[src/rtl/pair_issue_gate.sv]
module pair_issue_gate #(
  parameter int CW = 4
) (
  input  logic          clk,
  input  logic          rst,
  input  logic          old_vld,
  input  logic [CW-1:0] old_cls,
  input  logic          yng_vld,
  input  logic [CW-1:0] yng_cls,
  output logic          pair_o,
  output logic          stall_o,
  output logic          hold_o,
  output logic [1:0]    reason_o,
  output logic [CW-1:0] held_cls_o
);

  // resource vector bits: 0 mem pipe, 1 mul use, 2 mul lock, 3 read path
  function automatic logic [3:0] res_of(input logic [CW-1:0] c);
    case (int'(c))
      2:                   return 4'b0001;
      3, 4, 5, 6, 7, 8:    return 4'b0110;
      9:                   return 4'b1000;
      10:                  return 4'b1011;
      11:                  return 4'b0110;
      12:                  return 4'b0111;
      default:             return 4'b0000;
    endcase
  endfunction

  logic [3:0]    r_old, r_yng;
  logic          both, c_mem, c_rd, c_lk, conf;
  logic [1:0]    why;
  logic          hold_q;
  logic [CW-1:0] cls_q;

  assign r_old = res_of(old_cls);
  assign r_yng = res_of(yng_cls);
  assign both  = old_vld && yng_vld && !hold_q && !rst;

  assign c_mem = r_old[0] && r_yng[0];
  assign c_rd  = r_old[3] && r_yng[3];
  assign c_lk  = r_old[2] && r_yng[1];
  assign conf  = c_mem || c_rd || c_lk;

  always_comb begin
    if (c_rd)       why = 2'd2;
    else if (c_mem) why = 2'd1;
    else if (c_lk)  why = 2'd3;
    else            why = 2'd0;
  end

  always_ff @(posedge clk) begin
    if (rst) begin
      hold_q <= 1'b0;
      cls_q  <= '0;
    end else begin
      hold_q <= both && conf;
      if (both && conf) cls_q <= yng_cls;
    end
  end

  assign pair_o     = both && !conf;
  assign stall_o    = both && conf;
  assign reason_o   = stall_o ? why : 2'd0;
  assign hold_o     = hold_q && !rst;
  assign held_cls_o = hold_o ? cls_q : '0;


  stall_to_hold_chk: assert property (@(posedge clk) disable iff (rst)
    stall_o |=> hold_o && held_cls_o == $past(yng_cls));


  hold_quiet_chk: assert property (@(posedge clk) disable iff (rst)
    hold_o |-> !pair_o && !stall_o && reason_o == 2'd0);


  hold_once_chk: assert property (@(posedge clk) disable iff (rst)
    hold_o |=> !hold_o);


  single_alone_chk: assert property (@(posedge clk) disable iff (rst)
    !(old_vld && yng_vld) |-> !pair_o && !stall_o && reason_o == 2'd0);


  read_clash_chk: assert property (@(posedge clk) disable iff (rst)
    (!hold_o && old_vld && yng_vld && old_cls == CW'(10) && yng_cls == CW'(10))
      |-> stall_o && reason_o == 2'd2);


  pair_no_reason_chk: assert property (@(posedge clk) disable iff (rst)
    pair_o |-> reason_o == 2'd0 && !$onehot0({pair_o, stall_o, hold_o}) == 1'b0);

endmodule

[config.mk]
export PLATFORM = sky130hd
export DESIGN_NAME = pair_issue_gate
export DESIGN_NICKNAME = d
export VERILOG_FILES = /design/src/rtl/pair_issue_gate.sv
export SDC_FILE = /design/constraint.sdc
export NUM_CORES = 1
export LEC_CHECK = 0
export BUFFER_PORTS_ARGS = -buffer_cell sky130_fd_sc_hd__buf_2
export CAP_MARGIN = 20
export CORE_AREA = 2 2 39 41
export DETAILED_ROUTE_END_ITERATION = 10
export DIE_AREA = 0 0 41 43
export PLACE_DENSITY_LB_ADDON = 0.12
export SKIP_CTS_REPAIR_TIMING = 1
export SLEW_MARGIN = 20
export SYNTH_ARGS = -nofsm -noshare
export SYNTH_HDL_FRONTEND = slang
export SYNTH_SLANG_ARGS = --single-unit
[constraint.sdc]
create_clock -name clk -period 2.2 [get_ports clk]
set_input_delay 0.44 -clock clk [delete_from_list [all_inputs] [get_ports clk]]
set_output_delay 0.44 -clock clk [all_outputs]
set_load 0.03 [all_outputs]
Yosys cells after proc, flatten, opt, wreduce, memory -nomap -nowiden
Memories as Yosys holds them, arrays and structs flattened.
Cells that the tools add are included.

storage, ports and cells
  register bits after elaboration = 5
  bits in read-only memories = 128
  input port bits = 12
  memories kept = 2

cells by class
  mux-type cells = 5
  reduce and logical (&&, ||, !) cells = 14

memories
  memory            depth  width  read ports  clocked after memory_dff  write ports  RTL line  text
  (name not given)  16     4      1           0                         0            19        case (int'(c))
  (name not given)  16     4      1           0                         0            19

operators with widths
  kind               number
  logical AND 1 bit  9
  two-way mux 2 bit  4
  two-way mux 4 bit  1
  zero test 1 bit    3
  logical OR 1 bit   2

Longest topological paths before layout
Gate-level depths: netlist of the first run.
An unclocked memory read counts as a cell.

  word-level depth = 6
  gate-level depth with buffers = 7
  depth with buffers taken out = 7

Worst setup path after synthesis of the first run
No wires, ideal clock.

  path kind = input -> output
  from = in old_cls[0]
  to = out reason_o[0]
  data arrival time = 1814 ps
  path slack = -54 ps
  stages on the path = 6
  path buffers = 0
  cells stage by stage = inv_1 ha_1 nor2b_4 o32ai_4 or2_4 a21oi_1

on the way
  cells in the longest elaborated chain, start to end = 6
  elaborated cells between the ends (all ways) = 11

RTL lines
  element                                                        RTL line    text
  start: declaration                                             7           input logic [CW-1:0] old_cls,
  memory read (16 x 4 bit) (*)                                   n/a
  logical AND 1 bit (on tied branches)                           42, 40, 41
  two-way mux 2 bit / logical OR 1 bit (equally long branches)   48, 43
  two-way mux 2 bit / logical OR 1 bit (equally long branches)   47, 43
  two-way mux 2 bit / logical AND 1 bit (equally long branches)  46, 63
  two-way mux 2 bit (*)                                          64          assign reason_o = stall_o ? why : 2'd0;
  end: declaration                                               13          output logic [1:0] reason_o,

Every way passes the cells marked *; elsewhere a longest branch is shown, timed or not.

Worst setup path in the final report of the first run
  from = in old_cls[0]
  to = out reason_o[1]

The elaborated chain is that of the path after synthesis.

==> metrics.txt, run 1 <==
area of the mapped netlist=522 um^2; CTS Buf Count=3; Hold Crit Class=in -> reg; Final Wtd Congestion=0.746; synth top area cells=dfxtp_1 (19%), ha_1 (17%), nand3_1 (6.7%), o32ai_4 (5.3%), a21oi_1 (4.8%); CP Capture Type=output port; R2R cell count=4; DR iter-0 viols=7; Cell Pwr Density=365 nW/um^2; maxcap violations=0; Synth top area share=19.2%; Worst Path Class, Setup=in -> out; Cell variety after synth=27; max-slew violation count=0; full die area=1760 um^2; Bufs on Longest Clock Path=2; critical path data required time=1.76 ns; FF-to-FF Start=hold_q; Reg area=100 um^2; crit path launch type=input port; largest net degree at the start of global routing=8; setup TNS=0 ns; CTS clk-pin slew, worst paths=0.05 ns; number of synthesized register bits=5; core area=1380 um^2; Ant. Diodes=0; critical path startpoint=old_cls[0]; final core utilization=67.5%; Die Width=41 um; Leakage=0.435 nW; worst reg-to-reg setup slack=1.05 ns; CTS Sinks=5; TritonRoute pass-1 iters=4; number of global-route vias before repair=490; CP Max Fanout=5; multi-input logic area=500 um^2; IO buf count=20; syn nets=80; I/O Pins=21; minimum clock period=2.17 ns; clock root buffer=clkbuf_4; Worst IR Drop VDD=0.000341 V; Cells after Synth=61; r2r endpoint=cls_q[2]; final setup fails=0; Slew @ Worst Pin=0.338 ns; antenna violations before repair=0; Slew HR=77.4%; Via Count=588; first-pass GRT wire length=2020 um; Routed Antenna Nets=0; HPWL after DPL=1010 um; sequential fraction of the synthesis area=19.2%; status=complete, no violations; Rows=14; crit share post-route=98.8%; drt total wl=1300 um; Post-Syn Area per Cell=8.55 um^2; # DRC=0; total grt overflow=0; Fmax=460 MHz; Pwr Total=0.341 mW; Net count, final=119; CTS tree=done; Initial Utilization=37.7%; Avg WL per Cell=11.3 um; Ys Warns=0; hold slack=0.435 ns; fillers=115; aggregate global-route resource usage=15.8%; CP Capture Point=reason_o[1]; Final Skew=0.00502 ns; Die Y=43 um; layout cell share with drive strength beyond 1=58.6%; H-Tree Depth=1; area delta synth->final=79.1%; area leader, netlist=dfxtp_1; final hold violations=0; critical path arrival=1.73 ns; commonest non-fill, non-tap cell in the layout=buf_2; vias per inst=5.11; most frequent cells in the layout=buf_2 (13), buf_6 (10), buf_4 (10); Skew-Pair Late Insertion Delay=0.24 ns
==> area by class of cell <==
class | instances | area share, %
multi-input cells | 52 | 53.5
repair buffers | 34 | 28.6
clock buffers | 4 | 2.81
well taps | 16 | 2.14
flip-flops and latches | 5 | 10.7
inverters | 4 | 2.14
==> critical path, stage by stage <==
cell and delay, ns:
buf_8 0.11, inv_6 0.05, buf_6 0.10, ha_4 0.11
or2b_1 0.23, a22o_4 0.30, buf_6 0.13, nand2b_4 0.06
a21oi_4 0.05, buf_6 0.15
==> stage by stage <==
| stage | worst slack, ns | cell area [um^2] | instances |
|---|---|---|---|
| finish | 0.0271 | 935 | 115 |
| global route | -0.0133 | 935 | 115 |
| CTS | -0.123 | 797 | 116 |
| detailed placement | -0.119 | 771 | 112 |
| global placement | -0.106 | 771 | 112 |
| floorplan | 0.0423 | 538 | 61 |
==> worst min path at each step <==
stage	startpoint	end	depth (start not counted)
floorplan	cls_q[0]	cls_q[0]	2
CTS	rst	cls_q[1]	2
global route	rst	cls_q[0]	2
detailed placement	cls_q[1]	cls_q[1]	2
global placement	cls_q[1]	cls_q[1]	2
finish	rst	cls_q[0]	2
==> metal layers <==
metal	vias to the layer above	global-route usage, %	part of all wire (%)
met5	-	0	0
met4	0	2.00	0
met3	0	3.14	4.3
met2	19	24.4	50
met1	275	22.6	45
li1	294	-	-
==> sequential cells by signal (all words and copies together) (netlist names) <==
signal,count
cls_q,4
hold_q,1
==> Yosys cell counts (all sizes together) <==
library cell,count
a21o,1
a21oi,6
a22o,1
and2,4
and3,1
dfxtp,5
ha,7
inv,4
mux2,1
nand2,3
nand2b,1
nand3,8
nor2,4
nor2b,3
nor3,1
nor4bb,1
o211a,1
o211ai,1
o21ai,4
o32ai,1
or2,1
or2b,2
==> kinds of logic after synthesis <==
group	synth area share, %
AND/OR/NAND/NOR	35.0
AO/OA/AOI/OAI	23.3
adder cells (fa/ha/maj)	16.8
flip-flops	19.2
buffers and inverters	2.88
multiplexers	2.88
==> power breakdown <==
group	internal, mW	switching, mW	leakage, nW
Combinational	0.0766	0.0650	0.380
Sequential	0.0930	0.000792	0.0404
Clock	0.0685	0.0368	0.0150
Total	0.238	0.103	0.435
(Power assumes the default switching activity.)
==> run 2, diff against run 1 <==
--- a/config.mk
+++ b/config.mk
@@ -7,9 +7,9 @@
 export LEC_CHECK = 0
 export BUFFER_PORTS_ARGS = -buffer_cell sky130_fd_sc_hd__buf_2
 export CAP_MARGIN = 20
-export CORE_AREA = 2 2 39 41
+export CORE_MARGIN = 2
+export CORE_UTILIZATION = 25
 export DETAILED_ROUTE_END_ITERATION = 10
-export DIE_AREA = 0 0 41 43
 export PLACE_DENSITY_LB_ADDON = 0.12
 export SKIP_CTS_REPAIR_TIMING = 1
 export SLEW_MARGIN = 20
==> metrics.txt, run 2 (synthesis results as in run 1) <==
Leakage=0.448 nW; Skew-Pair Late Insertion Delay=0.24 ns; DR iter-0 viols=1; full die area=2470 um^2; max-slew violation count=0; clock root buffer=clkbuf_4; CP Capture Type=output port; vias per inst=4.52; multi-input logic area=505 um^2; critical path arrival=1.76 ns; CP Max Fanout=5; HPWL after DPL=998 um; Worst Path Class, Setup=in -> out; Bufs on Longest Clock Path=2; Largest regs=cls_q (4), hold_q (1); fillers=219; hold slack=0.436 ns; Pwr Total=0.350 mW; Most flops, register=cls_q; Final Wtd Congestion=0.711; max reg flops=4; Hold Crit Class=in -> reg; Worst IR Drop VDD=0.000350 V; Fmax=455 MHz; Rows=16; Slew HR=77.1%; most frequent cells in the layout=buf_2 (13), buf_4 (13), buf_6 (10); TritonRoute pass-1 iters=4; IO buf count=20; crit path launch type=input port; maxcap violations=0; # DRC=0; largest net degree at the start of global routing=8; CTS Sinks=5; critical path data required time=1.76 ns; CTS Buf Count=3; number of global-route vias before repair=496; Routed Antenna Nets=0; CTS tree=done; I/O Pins=21; core area=1960 um^2; Die Width=49.7 um; Initial Utilization=26.6%; total grt overflow=0; minimum clock period=2.20 ns; Avg WL per Cell=10.4 um; RSZ-0062 raised after global routing=yes; area delta synth->final=87.1%; CTS clk-pin slew, worst paths=0.05 ns; Cell Pwr Density=359 nW/um^2; Slew @ Worst Pin=0.343 ns; Ant. Diodes=0; aggregate global-route resource usage=10.5%; Via Count=583; crit share post-route=99.8%; drt total wl=1350 um; H-Tree Depth=1; Net count, final=122; Die Y=49.7 um; antenna violations before repair=0; final setup fails=0; Reg area=100 um^2; Final Skew=0.00171 ns; final hold violations=0; layout cell share with drive strength beyond 1=61.8%; status=complete, no violations; first-pass GRT wire length=2030 um
run 2: per-stage QoR:
step | setup WS (ns) | TNS [ns] | area (um^2) | util (%) | std cells
floorplan | 0.0423 | 0 | 538 | - | 61
global placement | -0.110 | -0.281 | 785 | 40.0 | 123
detailed placement | -0.127 | -0.345 | 785 | 40.0 | 123
CTS | -0.132 | -0.376 | 811 | 41.3 | 127
global route | -0.0540 | -0.0697 | 976 | 49.7 | 129
finish | 0.00358 | 0 | 976 | 49.7 | 129
run 2: metal layers:
metal / vias up / global-route usage [%] / wire (um)
li1: 301 / - / -
met1: 263 / 13.2 / 581
met2: 19 / 16.7 / 676
met3: 0 / 4.85 / 87
met4: 0 / 1.39 / 0
met5: - / 0 / 0
run 2: path summary, 6_finish.rpt:
| path | slack [ns] | to | start | cells past startpoint |
|---|---|---|---|---|
| setup / recovery | 0.004 | stall_o | old_cls[0] | 9 |
| hold / removal | 0.44 | cls_q[3] | rst | 2 |
| setup reg to reg | 1.07 | cls_q[1] | hold_q | 4 |
| hold reg to reg | 0.47 | cls_q[0] | cls_q[0] | 2 |
run 2: layout make-up:
cell class	instances	share of cell area (%)
multi-input combinational	52	51.8
timing repair buffer	37	29.7
sequential	5	10.3
tap	27	3.46
clock buffer	4	2.69
inverter	4	2.05
run 2: where the power goes:
part / switching [mW] / internal (mW)
Clock: 0.0408 / 0.0688
Combinational: 0.0660 / 0.0808
Sequential: 0.000669 / 0.0930
run 2: worst max-delay path: stages:
cell     delay (ns)
buf_8          0.10
inv_6          0.05
buf_6          0.09
ha_4           0.11
or2b_1         0.24
a22o_4         0.29
o211a_1        0.15
nor2_2         0.12
buf_6          0.15
